===== src/rtl/rxq_pkg.sv =====
package rxq_pkg;
  localparam int unsigned QW    = 32;
  localparam int unsigned EW    = QW + 1;
  localparam int unsigned CNT_W = 14;
  localparam int unsigned ACK_W = 5;
  localparam int unsigned SPD_W = 2;

  typedef struct packed {
    logic [CNT_W-1:0] cnt;
    logic [ACK_W-1:0] ack;
    logic [SPD_W-1:0] spd;
  } tok_fields_t;

  // Token layout: marker at 32, count at 29:16, ack at 12:8, speed at 5:4.
  function automatic logic [EW-1:0] make_token(input tok_fields_t f);
    logic [EW-1:0] t;
    t        = '0;
    t[32]    = 1'b1;
    t[29:16] = f.cnt;
    t[12:8]  = f.ack;
    t[5:4]   = f.spd;
    return t;
  endfunction
endpackage


===== src/rtl/rxq_rst_sync.sv =====
module rxq_rst_sync #(
  parameter int unsigned STAGES = 2
) (
  input  logic clk,
  input  logic rst_n,
  output logic rst_s
);
  logic [STAGES-1:0] sync_q;
  logic [STAGES-1:0] sync_d;

  always_comb begin
    sync_d = {sync_q[STAGES-2:0], 1'b1};
  end

  always_ff @(posedge clk or negedge rst_n) begin
    if (!rst_n) sync_q <= '0;
    else        sync_q <= sync_d;
  end

  assign rst_s = sync_q[STAGES-1];
endmodule


===== src/rtl/rxq_stage.sv =====
module rxq_stage
  import rxq_pkg::*;
#(
  parameter int unsigned DEPTH = 16,
  parameter int unsigned AW    = $clog2(DEPTH),
  parameter int unsigned OCC_W = AW + 1
) (
  input  logic              clk,
  input  logic              rst_s,
  input  logic              in_valid,
  input  logic [QW-1:0]     in_data,
  input  logic              in_crc,
  input  logic              in_eop,
  input  logic [ACK_W-1:0]  in_ack,
  input  logic [SPD_W-1:0]  in_spd,
  input  logic [OCC_W-1:0]  used_i,
  output logic              wr_en_o,
  output logic [AW-1:0]     wr_off_o,
  output logic [EW-1:0]     wr_word_o,
  output logic              commit_o,
  output logic [OCC_W-1:0]  commit_len_o,
  output logic              ovf_o
);
  localparam int unsigned SUM_W = OCC_W + 1;

  logic [OCC_W-1:0] n_q, n_d;
  logic             drop_q, drop_d;
  logic             ovf_q, ovf_d;
  logic [SUM_W-1:0] need_eop, need_dat;
  tok_fields_t      fields;

  always_comb begin
    need_eop     = SUM_W'(used_i) + SUM_W'(n_q) + SUM_W'(1);
    need_dat     = need_eop + SUM_W'(1);
    fields.cnt   = CNT_W'(n_q);
    fields.ack   = in_ack;
    fields.spd   = in_spd;
    n_d          = n_q;
    drop_d       = drop_q;
    ovf_d        = 1'b0;
    wr_en_o      = 1'b0;
    wr_off_o     = '0;
    wr_word_o    = '0;
    commit_o     = 1'b0;
    commit_len_o = '0;
    if (in_eop) begin
      n_d    = '0;
      drop_d = 1'b0;
      if (!drop_q && (need_eop <= SUM_W'(DEPTH))) begin
        wr_en_o      = 1'b1;
        wr_word_o    = make_token(fields);
        commit_o     = 1'b1;
        commit_len_o = n_q + OCC_W'(1);
      end else begin
        ovf_d = 1'b1;
      end
    end else if (in_valid && !in_crc && !drop_q) begin
      if (need_dat <= SUM_W'(DEPTH)) begin
        wr_en_o   = 1'b1;
        wr_off_o  = AW'(n_q + OCC_W'(1));
        wr_word_o = {1'b0, in_data};
        n_d       = n_q + OCC_W'(1);
      end else begin
        drop_d = 1'b1;
      end
    end
  end

  always_ff @(posedge clk or negedge rst_s) begin
    if (!rst_s) begin
      n_q    <= '0;
      drop_q <= 1'b0;
      ovf_q  <= 1'b0;
    end else begin
      n_q    <= n_d;
      drop_q <= drop_d;
      ovf_q  <= ovf_d;
    end
  end

  assign ovf_o = ovf_q;
endmodule


===== src/rtl/rxq_store.sv =====
module rxq_store
  import rxq_pkg::*;
#(
  parameter int unsigned DEPTH = 16,
  parameter int unsigned AW    = $clog2(DEPTH),
  parameter int unsigned OCC_W = AW + 1
) (
  input  logic              clk,
  input  logic              rst_s,
  input  logic              wr_en,
  input  logic [AW-1:0]     wr_off,
  input  logic [EW-1:0]     wr_word,
  input  logic              commit,
  input  logic [OCC_W-1:0]  commit_len,
  input  logic              rd_en,
  output logic [EW-1:0]     rd_data_o,
  output logic [OCC_W-1:0]  used_o
);
  logic [EW-1:0]    mem [DEPTH];
  logic [AW-1:0]    head_q, head_d;
  logic [AW-1:0]    tail_q, tail_d;
  logic [OCC_W-1:0] used_q, used_d;
  logic             pop;
  logic [AW-1:0]    wr_addr;

  always_comb begin
    pop     = rd_en && (used_q != '0);
    wr_addr = tail_q + wr_off;
    head_d  = pop ? head_q + AW'(1) : head_q;
    tail_d  = commit ? tail_q + AW'(commit_len) : tail_q;
    used_d  = used_q - (pop ? OCC_W'(1) : '0) + (commit ? commit_len : '0);
  end

  always_ff @(posedge clk) begin
    if (wr_en) mem[wr_addr] <= wr_word;
  end

  always_ff @(posedge clk or negedge rst_s) begin
    if (!rst_s) begin
      head_q <= '0;
      tail_q <= '0;
      used_q <= '0;
    end else begin
      head_q <= head_d;
      tail_q <= tail_d;
      used_q <= used_d;
    end
  end

  assign rd_data_o = (used_q == '0) ? '0 : mem[head_q];
  assign used_o    = used_q;
endmodule


===== src/rtl/rxq_tokfifo.sv =====
module rxq_tokfifo
  import rxq_pkg::*;
#(
  parameter int unsigned DEPTH  = 16,
  parameter int unsigned STAGES = 2,
  localparam int unsigned AW    = $clog2(DEPTH),
  localparam int unsigned OCC_W = AW + 1
) (
  input  logic             clk,
  input  logic             rst_n,
  input  logic             in_valid,
  input  logic [31:0]      in_data,
  input  logic             in_crc,
  input  logic             in_eop,
  input  logic [4:0]       in_ack,
  input  logic [1:0]       in_spd,
  input  logic             rd_en,
  output logic [32:0]      rd_data,
  output logic [31:0]      status_o,
  output logic             full_o,
  output logic             empty_o,
  output logic [AW:0]      occ_o,
  output logic             ovf_o
);
  logic             rst_s;
  logic             wr_en;
  logic [AW-1:0]    wr_off;
  logic [EW-1:0]    wr_word;
  logic             commit;
  logic [OCC_W-1:0] commit_len;
  logic [OCC_W-1:0] used;

  rxq_rst_sync #(.STAGES(STAGES)) u_rst (
    .clk   (clk),
    .rst_n (rst_n),
    .rst_s (rst_s)
  );

  rxq_stage #(.DEPTH(DEPTH), .AW(AW), .OCC_W(OCC_W)) u_stage (
    .clk          (clk),
    .rst_s        (rst_s),
    .in_valid     (in_valid),
    .in_data      (in_data),
    .in_crc       (in_crc),
    .in_eop       (in_eop),
    .in_ack       (in_ack),
    .in_spd       (in_spd),
    .used_i       (used),
    .wr_en_o      (wr_en),
    .wr_off_o     (wr_off),
    .wr_word_o    (wr_word),
    .commit_o     (commit),
    .commit_len_o (commit_len),
    .ovf_o        (ovf_o)
  );

  rxq_store #(.DEPTH(DEPTH), .AW(AW), .OCC_W(OCC_W)) u_store (
    .clk        (clk),
    .rst_s      (rst_s),
    .wr_en      (wr_en),
    .wr_off     (wr_off),
    .wr_word    (wr_word),
    .commit     (commit),
    .commit_len (commit_len),
    .rd_en      (rd_en),
    .rd_data_o  (rd_data),
    .used_o     (used)
  );

  always_comb begin
    status_o         = '0;
    status_o[16]     = rd_data[32];
    status_o[AW:0]   = used;
  end

  assign occ_o   = used;
  assign full_o  = (used == OCC_W'(DEPTH));
  assign empty_o = (used == '0);
endmodule


===== config.mk =====
export PLATFORM = sky130hd
export DESIGN_NAME = rxq_tokfifo
export DESIGN_NICKNAME = d
export VERILOG_FILES = /design/src/rtl/rxq_pkg.sv /design/src/rtl/rxq_rst_sync.sv /design/src/rtl/rxq_stage.sv /design/src/rtl/rxq_store.sv /design/src/rtl/rxq_tokfifo.sv
export SDC_FILE = /design/constraint.sdc
export NUM_CORES = 1
export LEC_CHECK = 0
export BUFFER_PORTS_ARGS = -buffer_cell sky130_fd_sc_hd__buf_2
export CORE_UTILIZATION = 40
export DETAILED_ROUTE_END_ITERATION = 16
export PLACE_DENSITY = 0.59
export SKIP_LAST_GASP = 1
export SYNTH_ARGS = -nofsm -noshare
export SYNTH_HDL_FRONTEND = slang
export SYNTH_SLANG_ARGS = --single-unit

===== constraint.sdc =====
create_clock -name clk -period 2.8 [get_ports clk]
set_input_delay 0.84 -clock clk [delete_from_list [all_inputs] [get_ports clk]]
set_output_delay 0.84 -clock clk [all_outputs]
set_load 0.005 [all_outputs]

* Word level (Yosys, flattened, before mapping)
Memories as Yosys holds them, arrays and structs flattened.
Index checks and enable logic that the tools add are counted.
** Cells by class
- Add/subtract/negate cells :: 9
- $lt $le $gt $ge :: 2
- Equal/unequal tests :: 2
- Muxes and demuxes :: 27
- Reductions and logical operators :: 12
** Operators with widths (count)
- $mux 33 :: 4
- $mux 32 :: 1
- $mux 5 :: 6
- $mux 1 :: 13
- $add 6x1->6 const B :: 2
- $le 6x5->1 const B :: 2
- $mux 4 :: 3
- $add 4x4->4 :: 2
- $add 5x5->6 :: 1
- $add 5x1->5 const B :: 1
- $add 5x5->5 :: 1
- $eq 5x5->1 const B :: 1
- $logic_not 5->1 :: 1
- $reduce_bool 5->1 :: 1
- $sub 5x5->5 :: 1
- $add 4x1->4 const B :: 1
- $logic_and 1x1->1 :: 4
- $reduce_and 2->1 :: 2
- $reduce_bool 2->1 :: 2
- $logic_not 1->1 :: 2
- $ne 2x2->1 const B :: 1
** Storage, ports and cells
- Flip-flop bits (word level) :: 22
- RAM bits :: 528
- Word-level logic and storage cells :: 60
- Memories kept :: 1
** Memory list
- u_store.mem :: depth 16, bits a word 33, rd ports 1, clocked after memory_dff 0, write ports 1, RTL line rxq_store.sv:19 : logic [EW-1:0] mem [DEPTH];

* Depth between registers and ports, before layout
Gate-level depths: netlist (run 1).
- Depth in word-level cells :: 9
- Gate-level depth with buffers :: 17
- Mapped depth without buffers :: 16

* Modules after synthesis
A second synthesis (run 1) with hierarchy kept.
** Unflattened totals
- Cells, all modules :: 1085
- Area total of the unflattened synthesis :: 22716.8 um^2
** By module, submodules not included
- rxq_store :: times used 1, cells each 924, area each 21365.5 um^2, seq. area each 16180.5 um^2
- rxq_stage :: times used 1, cells each 122, area each 1033.5 um^2, seq. area each 175.2 um^2
- rxq_tokfifo :: times used 1, cells each 36, area each 264.0 um^2, seq. area each 0.0 um^2
- rxq_rst_sync :: times used 1, cells each 3, area each 53.8 um^2, seq. area each 50.0 um^2

* Worst setup path before layout (run 1)
No wires, ideal clock.
- Path kind :: register to register
- Start :: register u_stage.n_q[0]
- End :: memory u_store.mem[0][0] (netlist bit) (enable)
- Library setup time :: 0.506 ns
- Arrival :: 6.721 ns
- Required time :: 2.294 ns
- Path slack :: -4.427 ns
- Cell stages (with the launch flop) :: 17
- Buffers on the path :: 2
- Period minus slack after synthesis :: 7.227 ns
- Path through :: dfrtp_1 -> inv_1 -> ha_1 -> fa_1 -> and2b_4 -> o21ai_0 -> a221o_2 -> and4_1 -> buf_2 -> buf_2 -> and2_1 -> ha_1 -> a21o_1 -> a21oi_1 -> xnor2_1 -> o21a_1 -> nor4_1
** Between the ends
- Word-level cells in the longest chain between the ends :: 9
- Elaborated cells on any way between the ends :: 17
- Those cells by class :: add/sub (5); order compare (2); mux (9); reduce/logical (1)
** RTL lines
- start, declared :: RTL line rxq_stage.sv:26 : logic [OCC_W-1:0] n_q, n_d;
- start signal, assigned :: RTL line rxq_stage.sv:75 : n_q <= n_d;
- parallel branches: the longest is 9 deep, another holds $add 5x5->6
- end, declared :: RTL line rxq_store.sv:19
Several ways; the timed one is not identified.

* Worst setup path in the final report (run 1)
- Start :: register u_store.used_q[0] (netlist: u_store.used_o[0])
- End :: memory u_store.mem[2][8] (netlist bit) (enable)
** Between the ends
- Word-level cells in the longest chain between the ends :: 9
- Elaborated cells on any way between the ends :: 16
- Those cells by class :: add/sub (4); order compare (2); mux (9); reduce/logical (1)
** RTL lines
- start, declared :: RTL line rxq_store.sv:22 : logic [OCC_W-1:0] used_q, used_d;
- start signal, assigned :: RTL line rxq_store.sv:46 : used_q <= used_d;
- $add 5x5->6 (*) :: RTL line rxq_stage.sv:33 : need_eop = SUM_W'(used_i) + SUM_W'(n_q) + SUM_W'(1);
- $add 6x1->6 (*) :: RTL line rxq_stage.sv:33
- parallel branches: the longest is 7 deep, another holds $add 6x1->6
Mark *: on every way between the ends.

==> out/results.ini, run 1 <==
[global_route]
antenna_found_initial=0
grt_use_total_pct=19.3
grt_pass1_vias=11844
grt_pass1_wl_um=79200
grt.overflow.total=0
grt_max_degree=37

[layout]
finalNonFillerCells=2223
drive_gt1_share_pct=50.4
nets=1498
syn2layout_area_growth_pct=36.1
diodes=0
nFillCells=4058
final_area_um2=30500

[timing]
rsz0062_at_grt=true
clock_skew_ps=58.1
finalMaxSlewViolations=0
fin_crit_ps=4200
finalHoldViolations=0
tightest_slew_ps=902
fmax_mhz=238
period_share_pct=150
fin_ws_ps=-1400
slew-limit-headroom_pct=39.9
tns_ps=-786670
finalSetupViolations=1083

[power]
power.density_nw_per_um2=1000
vdd_ir_drop_max_mv=0.703
p_sw_share_pct=29.5
p_int_mw=21.6
power_frac_comb_pct=41.0
pwr-share-clk_pct=25.6
p_leak_nw=10.8
p_sw_mw=9.05
seq_power_share_pct=33.4

[routing]
post_drt_wl_per_cell_um=26.6
num_vias=11958
drc=0
ant_nets=0
firstDrtPassIters=5
routed_wl_um=59000
viasPerCell=5.38
drt_iter0_markers=1076

[min_path]
holdCritPathClass=flip-flop to flip-flop

[logic_synthesis]
synth-seq-cells=550
muxShareOfSynthArea_pct=16.8
synth-xor-area-share_pct=0.775
synth.distinct_cells=53
synth_edf_count=528
synthSimpleGateAreaFrac_pct=3.37
synthArstFlopShare_pct=4.00
avgSynthCellArea_um2=21.4
yosysSeqAreaShare_pct=73.1
synth_top_family_by_area=multiplexers
synth_area_um2=22400
synth_compound_gate_area_share_pct=1.87
yosysWarningCount=0
yosys.area_share.adder_pct=1.53
synth_cells=1046
synth_top_flop_cell=edfxtp_1

[floorplanning]
core_um2=55200
rows=86
initial_utilization_pct=40.6
die_w_um=239
dieArea_um2=57000
ioPinCount=118
die_h_um=239

[clock_tree]
clock-root-buffer=clkbuf_16
clk_latency_ps=650
htreeDepth=2
clk_path_buf_depth=3
cts_tree=done
clkSinkCount=550
path_clk_slew_ps=60
cts_made_buffers=57

[placement]
post-place-ws_ps=-1450
port_buffers=91
dpl.hpwl_um=32300
dpl_cell_area_um2=25900
post-place-cells=1995
routabilityCongestion=0.779

[worst_setup_path]
crit_family=adder cells
required_ps=3150
setup.worst_path.class=flip-flop to flip-flop
slowest_delay_ps=410
cp_num_buf_inv=5
critPathCaptureType=flip-flop
start_kind=flip-flop
path_cells=inv_2 -> ha_4 -> fa_2 -> and2b_4 -> o21ai_2 -> a221o_2 -> buf_4 -> nand4_4 -> nor2_1 -> ha_2 -> fa_2 -> xor2_2 -> nor2_1 -> nand2_1 -> nor4_4 -> buf_6 -> buf_12 -> buf_16
arrival_ps=4550
critical_path.max_fanout=12
cp_slowest_cell=fa_2

[status]
run_status=finished, violations left
violations=negative setup slack

[flow_run]
max_cap_viol_count=0

[Yosys cell counts (9+ instances only)]
library cell  count  area, um2
edfxtp_1        528      15900
mux4_2          165       3720
nor2b_1          35        219
buf_4            33        248
and2_1           26        163
clkbuf_1         24       90.1
dfrtp_1          22        551
buf_2            21        105
ha_1             21        263
inv_1            19       71.3
a21oi_1          13       65.1
nor2_1           13       48.8
xnor2_1          13        114
a22o_1           12        105
nand2_1           9       33.8
[per-stage QoR]
stage	util, %	hold slack (ps)	power (mW)
6_report	55.3	354	30.7
5_1_grt	55.3	368	31.9
4_1_cts	52.0	357	28.9
3_5_place_dp	47.0	339	20.6
3_3_place_gp	47.0	343	20.5
2_1_floorplan	-	253	16.4
[power by group through the flow]
stage          clock network (mW)  logic, mW  registers (mW)
5_1_grt                      8.30       13.3            10.3
4_1_cts                      7.98       10.7            10.2
6_report                     7.85       12.6            10.2
3_3_place_gp                    0       10.2            10.4
3_5_place_dp                    0       10.2            10.4
2_1_floorplan                   0       6.09            10.3
[what timing repair did]
action,4_1_cts,5_1_grt
hold endpoints to repair,2,0
hold buffers,1,0
cloned,13,36
resized for setup,53,149
pin swaps,17,39
setup buffers,31,50
setup endpoints to repair,1083,1105
[cell type report]
cell class,instances,area (um2),share of cell area (%)
tap,748,936,3.07
clock buffer,64,1450,4.76
sequential,550,16400,53.8
clock inverter,42,515,1.69
timing repair buffer,382,4920,16.1
multi-input combinational,418,6210,20.3
inverter,19,73.8,0.242
[layout by cell type (no fill, tap or decap), types with 5 or more instances in the layout]
master,synthesis,final
a22o_1,12,10
clkinv_2,0,14
mux4_2,165,165
ha_4,0,8
ha_1,21,12
inv_1,19,10
nor4_4,0,5
a211oi_4,0,5
nor2_1,13,12
clkbuf_1,24,7
buf_2,21,90
xnor2_1,13,10
a21oi_1,13,6
buf_8,0,16
edfxtp_1,528,528
buf_6,2,45
clkbuf_16,0,88
and2_1,26,22
clkinv_1,0,8
buf_12,0,89
inv_2,0,8
conb_1,2,27
nor2b_1,35,13
buf_4,33,93
dfrtp_1,22,18
nand2_1,9,9
buf_16,0,15
nor2b_4,0,22
bufinv_16,0,9
[sequential cells by signal, indices dropped and copies added, names as in the netlist]
register	flops
u_store.mem	528
u_stage.n_q	5
u_store.used_o	5
u_store.head_q	4
u_store.tail_q	4
u_rst.sync_q	2
u_stage.drop_q	1
u_stage.ovf_o	1
[path summary, 6_finish.rpt]
kind | from | endpoint | slack (ps) | depth (start not counted)
max | u_store.used_o[0]$_DFF_PN0_ | u_store.mem[2][8]$_DFFE_PP_ | -1400 | 18
min | u_rst.sync_q[0]$_DFF_PN0_ | u_rst.sync_q[1]$_DFF_PN0_ | 350 | 0
max reg2reg | u_store.used_o[0]$_DFF_PN0_ | u_store.mem[2][8]$_DFFE_PP_ | -1400 | 18
min reg2reg | u_rst.sync_q[0]$_DFF_PN0_ | u_rst.sync_q[1]$_DFF_PN0_ | 350 | 0
max in group asynchronous | u_rst.sync_q[1]$_DFF_PN0_ | u_store.head_q[0]$_DFFE_PN0P_ | 1770 | 0
min in group asynchronous | u_rst.sync_q[1]$_DFF_PN0_ | u_store.head_q[1]$_DFFE_PN0P_ | 380 | 0
[cells by family (layout without fill, tap and decap cells)]
family,after synthesis,count (layout)
AND/OR/NAND/NOR,124,124
buffers and inverters,103,507
XOR/XNOR,19,19
flip-flops,550,550
adder cells (fa/ha/maj),25,25
AO/OA/AOI/OAI,53,53
multiplexers,170,170
other,2,27
[per-layer routing]
layer  part of all wire [%]  GRT usage, %  up-vias
met1                     41          26.9     6395
met4                    1.5          4.02        0
met3                    6.6          3.95       64
met5                      0             0        -
li1                       -             -     5056
met2                     51          31.6      443
(Power assumes the default switching activity.)
==> run 2, diff against run 1 <==
--- a/config.mk
+++ b/config.mk
@@ -5,9 +5,11 @@
 export SDC_FILE = /design/constraint.sdc
 export NUM_CORES = 1
 export LEC_CHECK = 0
+export ABC_AREA = 1
 export BUFFER_PORTS_ARGS = -buffer_cell sky130_fd_sc_hd__buf_2
 export CORE_UTILIZATION = 40
 export DETAILED_ROUTE_END_ITERATION = 16
+export HOLD_SLACK_MARGIN = 0.05
 export PLACE_DENSITY = 0.59
 export SKIP_LAST_GASP = 1
 export SYNTH_ARGS = -nofsm -noshare
==> run 2 against run 1 <==
- the flow still finishes with violations (negative setup slack)
- clock-buffer cell count increased by 4
- highest routed layer unchanged
- total power decreased by 3.9%
- register-to-register slack improved by 380 ps
- first-iteration DRC count increased by 49%
- critical endpoint is now u_store.mem[1][1]$_DFFE_PP_
- synthesized cell count increased by 69%
- area after synthesis increased by 1.0%
==> out/results.ini, run 2 <==
[status]
run_status=finished, violations left
violations=negative setup slack

[placement]
post-place-cells=2698  ; +35%
dpl.hpwl_um=37300  ; +15%
port_buffers=91  ; unchanged
routabilityCongestion=0.846  ; +8.7%
dpl_cell_area_um2=26000  ; +0.12%
post-place-ws_ps=-981  ; +465 ps

[floorplanning]
dieArea_um2=57600  ; +1.0%
core_um2=55500  ; +0.58%
rows=86  ; unchanged
die_h_um=240  ; +0.52%
initial_utilization_pct=40.8  ; +0.19 points
ioPinCount=118  ; unchanged
die_w_um=240  ; +0.52%

[power]
p_sw_share_pct=35.6  ; +6.1 points
p_leak_nw=10.5  ; -2.7%
power.density_nw_per_um2=1010  ; +0.63%
pwr-share-clk_pct=25.9  ; +0.3 points
p_sw_mw=10.5  ; +16%
p_int_mw=19.0  ; -12%
power_frac_comb_pct=40.0  ; -1.0 points
vdd_ir_drop_max_mv=0.701  ; -0.24%
seq_power_share_pct=34.1  ; +0.7 points

[logic_synthesis]
yosysWarningCount=0  ; unchanged
yosysSeqAreaShare_pct=72.4  ; -0.76 points
synth_largest_area_cell=edfxtp_1
synth-seq-cells=550  ; unchanged
synthArstFlopShare_pct=4.00  ; unchanged
synth_cells=1771  ; +69%
synth_most_common_cell=edfxtp_1
synth_area_um2=22700  ; +1.0%
synth.distinct_cells=38  ; -28%
yosysTopAreaCellShare_pct=70.0  ; -0.73 points
synth_top_flop_cell=edfxtp_1
ys_top_cells_by_area=edfxtp_1 70%, o21ai_0 6.2%, nor2_1 5.8%
yosys-top-cells-count=528 x edfxtp_1, 349 x nor2_1, 282 x o21ai_0
avgSynthCellArea_um2=12.8  ; -40%
synth_edf_count=528  ; unchanged

[layout]
largest-register=u_store.mem
syn2layout_area_growth_pct=28.6
final_common_cell=edfxtp_1
final_util_pct=52.5  ; -2.8 points
drive_gt1_share_pct=24.1  ; -26 points
largest_reg_flops=528  ; unchanged
layout_common_cells=528 x edfxtp_1, 331 x nor2_1, 282 x o21ai_0
final_area_um2=29100  ; -4.5%
nets=2145  ; +43%
nFillCells=4612  ; +14%
finalNonFillerCells=2869  ; +29%

[timing]
fmax_mhz=262  ; +9.8%
period_share_pct=136  ; -13 points
clock_skew_ps=12.6  ; -45.6 ps
rsz0062_at_grt=true
fin_ws_ps=-1020  ; +376 ps
finalHoldViolations=0  ; unchanged
tns_ps=-563550  ; +223,130 ps
tightest_slew_ps=923  ; +21.3 ps
finalSetupViolations=890  ; -18%
finalMaxSlewViolations=0  ; unchanged
fin_crit_ps=3820  ; -376 ps
slew-limit-headroom_pct=38.5  ; -1.4 points

[min_path]
holdCritPathClass=flip-flop to flip-flop

[routing]
drt_iter0_markers=1608  ; +49%
firstDrtPassIters=6  ; +1
ant_nets=0  ; unchanged
routed_wl_um=65600  ; +11%
num_vias=15986  ; +34%
drc=0  ; unchanged
post_drt_wl_per_cell_um=22.9  ; -14%
viasPerCell=5.57  ; +3.6%

[clock_tree]
cts_made_buffers=58  ; +1.8%
path_clk_slew_ps=60  ; about the same
htreeDepth=2  ; unchanged
clkSinkCount=550  ; unchanged
cts_tree=done
clk_path_buf_depth=3  ; unchanged
clock-root-buffer=clkbuf_16
clk_latency_ps=600  ; -50 ps

[worst_setup_path]
required_ps=3110  ; -40 ps
arrival_ps=4130  ; -420 ps
critical_path.max_fanout=7  ; -5
setup.worst_path.class=flip-flop to flip-flop
start_kind=flip-flop
critPathCaptureType=flip-flop

[global_route]
grt_pass1_wl_um=95200  ; +20%
grt_max_degree=64  ; +73%
antenna_found_initial=3  ; +3
grt_use_total_pct=22.2  ; +2.9 points
grt_pass1_vias=15768  ; +33%
grt.overflow.total=0  ; unchanged

[flow_run]
max_cap_viol_count=0  ; unchanged

==> run 2: changes by cell type in the layout (fill, tap and decap cells not counted), moves of 21 or more <==
cell      delta
a21oi_1     +33
and2_1      -21
buf_4       +65
buf_6       -32
inv_1       +45
mux4_2     -165
nand2_1     +49
nand3_1     +55
nor2_1     +319
nor2b_4     -22
o21ai_0    +279
o221ai_1    +98
o22ai_1     +36
==> run 2: logic make-up (layout without fill, tap and decap cells) <==
group	after synthesis	in the layout	share of synthesized area (%)
fa+ha+maj	25	25	1.51
xor+xnor	16	16	0.618
compound gates	468	468	12.2
other cells	2	28	0.0331
buf+inv	214	538	4.38
flops	550	550	72.4
simple gates	496	496	8.89
==> run 2: layout make-up <==
class / instances / area (um2) / share of cell area (%)
multi-input combinational: 1032 / 5670 / 19.5
clock inverter: 37 / 365 / 1.25
timing repair buffer: 367 / 3990 / 13.7
antenna: 1 / 2.50 / 0.00859
clock buffer: 68 / 1510 / 5.18
inverter: 66 / 254 / 0.872
tap: 748 / 936 / 3.21
sequential: 550 / 16400 / 56.3
==> run 2: worst paths after layout <==
path | start | to | slack, ps | cells after the start
worst min register to register | u_rst.sync_q[0]$_DFF_PN0_ | u_rst.sync_q[1]$_DFF_PN0_ | 350 | 0
max in group asynchronous | u_rst.sync_q[1]$_DFF_PN0_ | u_store.head_q[0]$_DFFE_PN0P_ | 1740 | 0
min in group asynchronous | u_rst.sync_q[1]$_DFF_PN0_ | u_stage.n_q[3]$_DFFE_PN0P_ | 380 | 0
worst min-delay path | u_rst.sync_q[0]$_DFF_PN0_ | u_rst.sync_q[1]$_DFF_PN0_ | 350 | 0
worst max register to register | u_stage.n_q[0]$_DFFE_PN0P_ | u_store.mem[1][1]$_DFFE_PP_ | -1020 | 25
worst max-delay path | u_stage.n_q[0]$_DFFE_PN0P_ | u_store.mem[1][1]$_DFFE_PP_ | -1020 | 25
==> run 2: layer usage <==
metal / share of wire (%) / vias to the layer above / track usage, % / wire length [um]
li1: - / 7113 / - / -
met1: 41 / 7970 / 31.2 / 27100
met2: 47 / 805 / 35.6 / 31000
met3: 8.8 / 98 / 4.04 / 5760
met4: 2.6 / 0 / 5.77 / 1730
met5: 0 / - / 0 / 0
==> run 2: through the flow <==
stage	hold WS (ps)	total power [mW]
2_1_floorplan	253	16.2
3_3_place_gp	337	21.3
3_5_place_dp	341	21.5
4_1_cts	354	29.2
5_1_grt	367	30.9
6_report	350	29.5
==> run 2: worst max-delay path, stage by stage, from the launching register on <==
cell and delay, ps:
dfrtp_1 360, inv_2 60, ha_4 160, fa_2 340, nand3b_1 220, nand3_2 110, nand2_2 60, nor2_1 110
nand2_1 100, nand2_4 90, nand3_4 110, nor2_4 140, ha_4 210, nand2_2 60, nand2_2 60, a21oi_4 170
or2_4 150, nand2_4 40, inv_2 40, nand4_1 150, nand2_2 150, buf_6 120, nand2_8 70, nor2_4 110
buf_12 150, clkbuf_16 180
==> run 2: what timing repair did <==
action	CTS	global route
gates resized for setup	44	26
cloned	14	14
endpoints found under the setup margin	586	1036
endpoints found under the hold margin	2	0
hold buffers	1	0
pin swaps	6	7
buffers inserted	31	12
==> run 2: power groups by stage <==
| stage | clock [mW] | sequential, mW | combinational, mW |
|---|---|---|---|
| 4_1_cts | 7.70 | 10.1 | 11.5 |
| 2_1_floorplan | 0 | 10.2 | 5.98 |
| 3_3_place_gp | 0 | 10.2 | 11.1 |
| 6_report | 7.63 | 10.1 | 11.8 |
| 5_1_grt | 8.01 | 10.1 | 12.8 |
| 3_5_place_dp | 0 | 10.2 | 11.2 |
==> run 3, diff against run 2 <==
--- a/config.mk
+++ b/config.mk
@@ -7,10 +7,11 @@
 export LEC_CHECK = 0
 export ABC_AREA = 1
 export BUFFER_PORTS_ARGS = -buffer_cell sky130_fd_sc_hd__buf_2
-export CORE_UTILIZATION = 40
+export CORE_UTILIZATION = 35
 export DETAILED_ROUTE_END_ITERATION = 16
 export HOLD_SLACK_MARGIN = 0.05
-export PLACE_DENSITY = 0.59
+export PLACE_DENSITY = 0.53
+export SETUP_SLACK_MARGIN = 0.15
 export SKIP_LAST_GASP = 1
 export SYNTH_ARGS = -nofsm -noshare
 export SYNTH_HDL_FRONTEND = slang
==> run 3 against run 2 <==
- sequential share of layout area fell by 4.7 points
- cell count is 7.5% higher
- combinational power up 34%
- the flow still finishes with violations (negative setup slack)
- die area increased by 14%
- highest routed layer is now met5
- register-to-register slack is essentially flat
- first-iteration DRC count shrank 3.4%
- fmax up 0.22%
==> out/results.ini, run 3 (same netlist as run 2, synthesis figures left out) <==
[status]
run_status=finished, violations left
violations=negative setup slack

[timing]
fin_ws_ps=-1010  ; +8.50 ps
period_share_pct=136  ; -0.30 points
clock_skew_ps=21.3  ; +8.75 ps
tightest_slew_ps=876  ; -47.1 ps
fmax_mhz=262  ; +0.22%
fin_crit_ps=3810  ; -8.50 ps
finalSetupViolations=826  ; -7.2%
slew-limit-headroom_pct=41.6  ; +3.1 points
fin_hold_ws_ps=358  ; +7.16 ps
finalHoldViolations=0  ; unchanged
rsz0062_at_grt=true
tns_ps=-531890  ; +31,660 ps
finalMaxSlewViolations=0  ; unchanged

[worst_setup_path]
r2r-start=u_stage.n_q[0]$_DFFE_PN0P_
crit_family=adder cells
cp_num_buf_inv=9  ; +4
required_ps=3120  ; about the same
critical_path.max_fanout=5  ; -2
r2r_end=u_store.mem[10][5]$_DFFE_PP_
rrSetupSlack_ps=-1010  ; about the same
cp_slowest_cell=fa_2
path_cells=inv_2 -> ha_4 -> fa_2 -> nand3b_1 -> nand2_1 -> nand2_2 -> nand2_2 -> nor2_1 -> nand2_1 -> nand2_4 -> nand3_4 -> inv_2 -> nand2_2 -> inv_2 -> ha_4 -> buf_6 -> fa_2 -> buf_6 -> nand3_4 -> buf_6 -> nor2_4 -> buf_6 -> buf_12 -> buf_16
arrival_ps=4130  ; about the same
path_common_cell=buf_6
slowest_delay_ps=550  ; +190 ps
worst_r2r_path_depth=24  ; -4.0%
critPathCaptureType=flip-flop
setup.worst_path.class=flip-flop to flip-flop
start_kind=flip-flop

[routing]
ant_nets=0  ; unchanged
routed_wl_um=74400  ; +13%
num_vias=16539  ; +3.5%
drc=0  ; unchanged
drt_iter0_markers=1553  ; -3.4%
viasPerCell=5.36  ; -3.7%
post_drt_wl_per_cell_um=24.1  ; +5.6%
firstDrtPassIters=5  ; -1

[layout]
final_common_cell=edfxtp_1
nets=2261  ; +5.4%
drive_gt1_share_pct=32.5  ; +8.5 points
largest_reg_flops=528  ; unchanged
finalNonFillerCells=3083  ; +7.5%
largest-register=u_store.mem
syn2layout_area_growth_pct=40.4
layout_common_cells=528 x edfxtp_1, 312 x nor2_1, 234 x o21ai_0
nFillCells=5344  ; +16%

[clock_tree]
cts_made_buffers=55  ; -5.2%
path_clk_slew_ps=60  ; about the same
clk_latency_ps=610  ; about the same
clock-root-buffer=clkbuf_16
htreeDepth=2  ; unchanged
cts_tree=done
clk_path_buf_depth=3  ; unchanged
clkSinkCount=550  ; unchanged

[power]
p_leak_nw=11.6  ; +10%
vdd_ir_drop_max_mv=0.786  ; +12%
power.density_nw_per_um2=1040  ; +2.8%
seq_power_share_pct=30.4  ; -3.7 points
p_sw_share_pct=36.7  ; +1.2 points
p_sw_mw=12.1  ; +16%
pwr-share-clk_pct=21.6  ; -4.3 points
power_frac_comb_pct=48.0  ; +8.0 points
p_int_mw=20.9  ; +10%

[floorplanning]
ioPinCount=118  ; unchanged
rows=92  ; +7.0%
die_h_um=256  ; +6.8%
dieArea_um2=65800  ; +14%
die_w_um=256  ; +6.8%
initial_utilization_pct=35.7  ; -5.2 points
core_um2=63500  ; +14%

[min_path]
holdPathEnd=u_rst.sync_q[1]$_DFF_PN0_
holdCritPathClass=flip-flop to flip-flop
whs_path_depth=0  ; unchanged
min_from=u_rst.sync_q[0]$_DFF_PN0_

[global_route]
grt_use_total_pct=19.9  ; -2.3 points
grt_max_degree=50  ; -22%
grt_pass1_vias=15336  ; -2.7%
grt.overflow.total=0  ; unchanged
grt_pass1_wl_um=98300  ; +3.3%
antenna_found_initial=1  ; -2

[placement]
post-place-cells=2817  ; +4.4%
dpl.hpwl_um=40800  ; +9.5%
routabilityCongestion=0.832  ; -1.7%
port_buffers=91  ; unchanged

[flow_run]
max_cap_viol_count=0  ; unchanged

run 3: cell count changes in the layout (fill, tap and decap cells not counted), moves of 21 or more:
cell and delta:
o21ai_1 +28, o221ai_2 +24, buf_12 +21, clkbuf_16 +28, buf_6 +33, o221ai_1 -26
o21ai_0 -48
run 3: worst register-to-register path: stages (launching register included):
cell and delay [ps]:
dfrtp_1 360, inv_2 60, ha_4 160, fa_2 340, nand3b_1 210, nand2_1 100, nand2_2 60, nand2_2 70
nor2_1 40, nand2_1 110, nand2_4 70, nand3_4 100, inv_2 60, nand2_2 60, inv_2 40, ha_4 150
buf_6 110, fa_2 550, buf_6 120, nand3_4 90, buf_6 160, nor2_4 110, buf_6 150, buf_12 110
buf_16 120
run 3: layer usage:
layer / routed length [um] / global-route usage (%)
met5: 11 / 0
met3: 6640 / 3.94
met4: 1400 / 4.66
met2: 34300 / 29.8
met1: 32100 / 29.7
run 3: power groups by stage:
stage / Combinational [mW] / Sequential [mW] / Clock (mW)
detailed placement: 11.7 / 10.2 / 0
floorplan: 5.98 / 10.2 / 0
global placement: 11.6 / 10.2 / 0
CTS: 12.0 / 10.0 / 7.21
global route: 16.9 / 10.1 / 7.50
finish: 15.8 / 10.1 / 7.15
run 3: worst max-delay path by stage:
stage / startpoint / end / slack [ps] / cells past startpoint
after CTS: u_store.used_o[0]$_DFF_PN0_ / u_store.mem[6][5]$_DFFE_PP_ / -1000 / 25
after detailed placement: u_stage.n_q[0]$_DFFE_PN0P_ / u_store.mem[8][5]$_DFFE_PP_ / -1120 / 21
after global placement: u_stage.n_q[0]$_DFFE_PN0P_ / u_store.mem[8][5]$_DFFE_PP_ / -1050 / 21
final: u_stage.n_q[0]$_DFFE_PN0P_ / u_store.mem[10][5]$_DFFE_PP_ / -1010 / 24
after floorplan: u_stage.n_q[0]$_DFFE_PN0P_ / u_store.mem[0][0]$_DFFE_PP_ / -1160 / 22
after global routing: u_stage.n_q[0]$_DFFE_PN0P_ / u_store.mem[7][18]$_DFFE_PP_ / -1210 / 25
run 3: what timing repair did:
item                                   4_1_cts  5_1_grt
pin swaps                                   25      108
endpoints found under the hold margin        2        0
hold buffers                                 1        0
setup buffers                               41       55
resized for setup                           61      280
setup endpoints to repair                  724     1070
cloned                                      13       53
run 3: stage by stage:
stage               util (%)  setup WS, ps  cell area (um2)  power [mW]
global placement        41.4         -1050            26300        21.8
finish                  50.1         -1010            31800        33.0
CTS                     45.6          -995            29000        29.2
floorplan                  -         -1160            23000        16.2
global route            50.1         -1210            31800        34.5
detailed placement      41.4         -1120            26300        21.9
run 3: layout make-up:
cell class                 count  area (um2)  area share, %
timing repair buffer         484        6070           19.1
timing repair inverter         2        20.0         0.0629
clock buffer                  79        1540           4.83
sequential                   550       16400           51.6
clock inverter                23         185          0.582
inverter                      66         299          0.940
multi-input combinational   1032        6220           19.6
tap                          846        1060           3.33
antenna                        1        2.50        0.00787
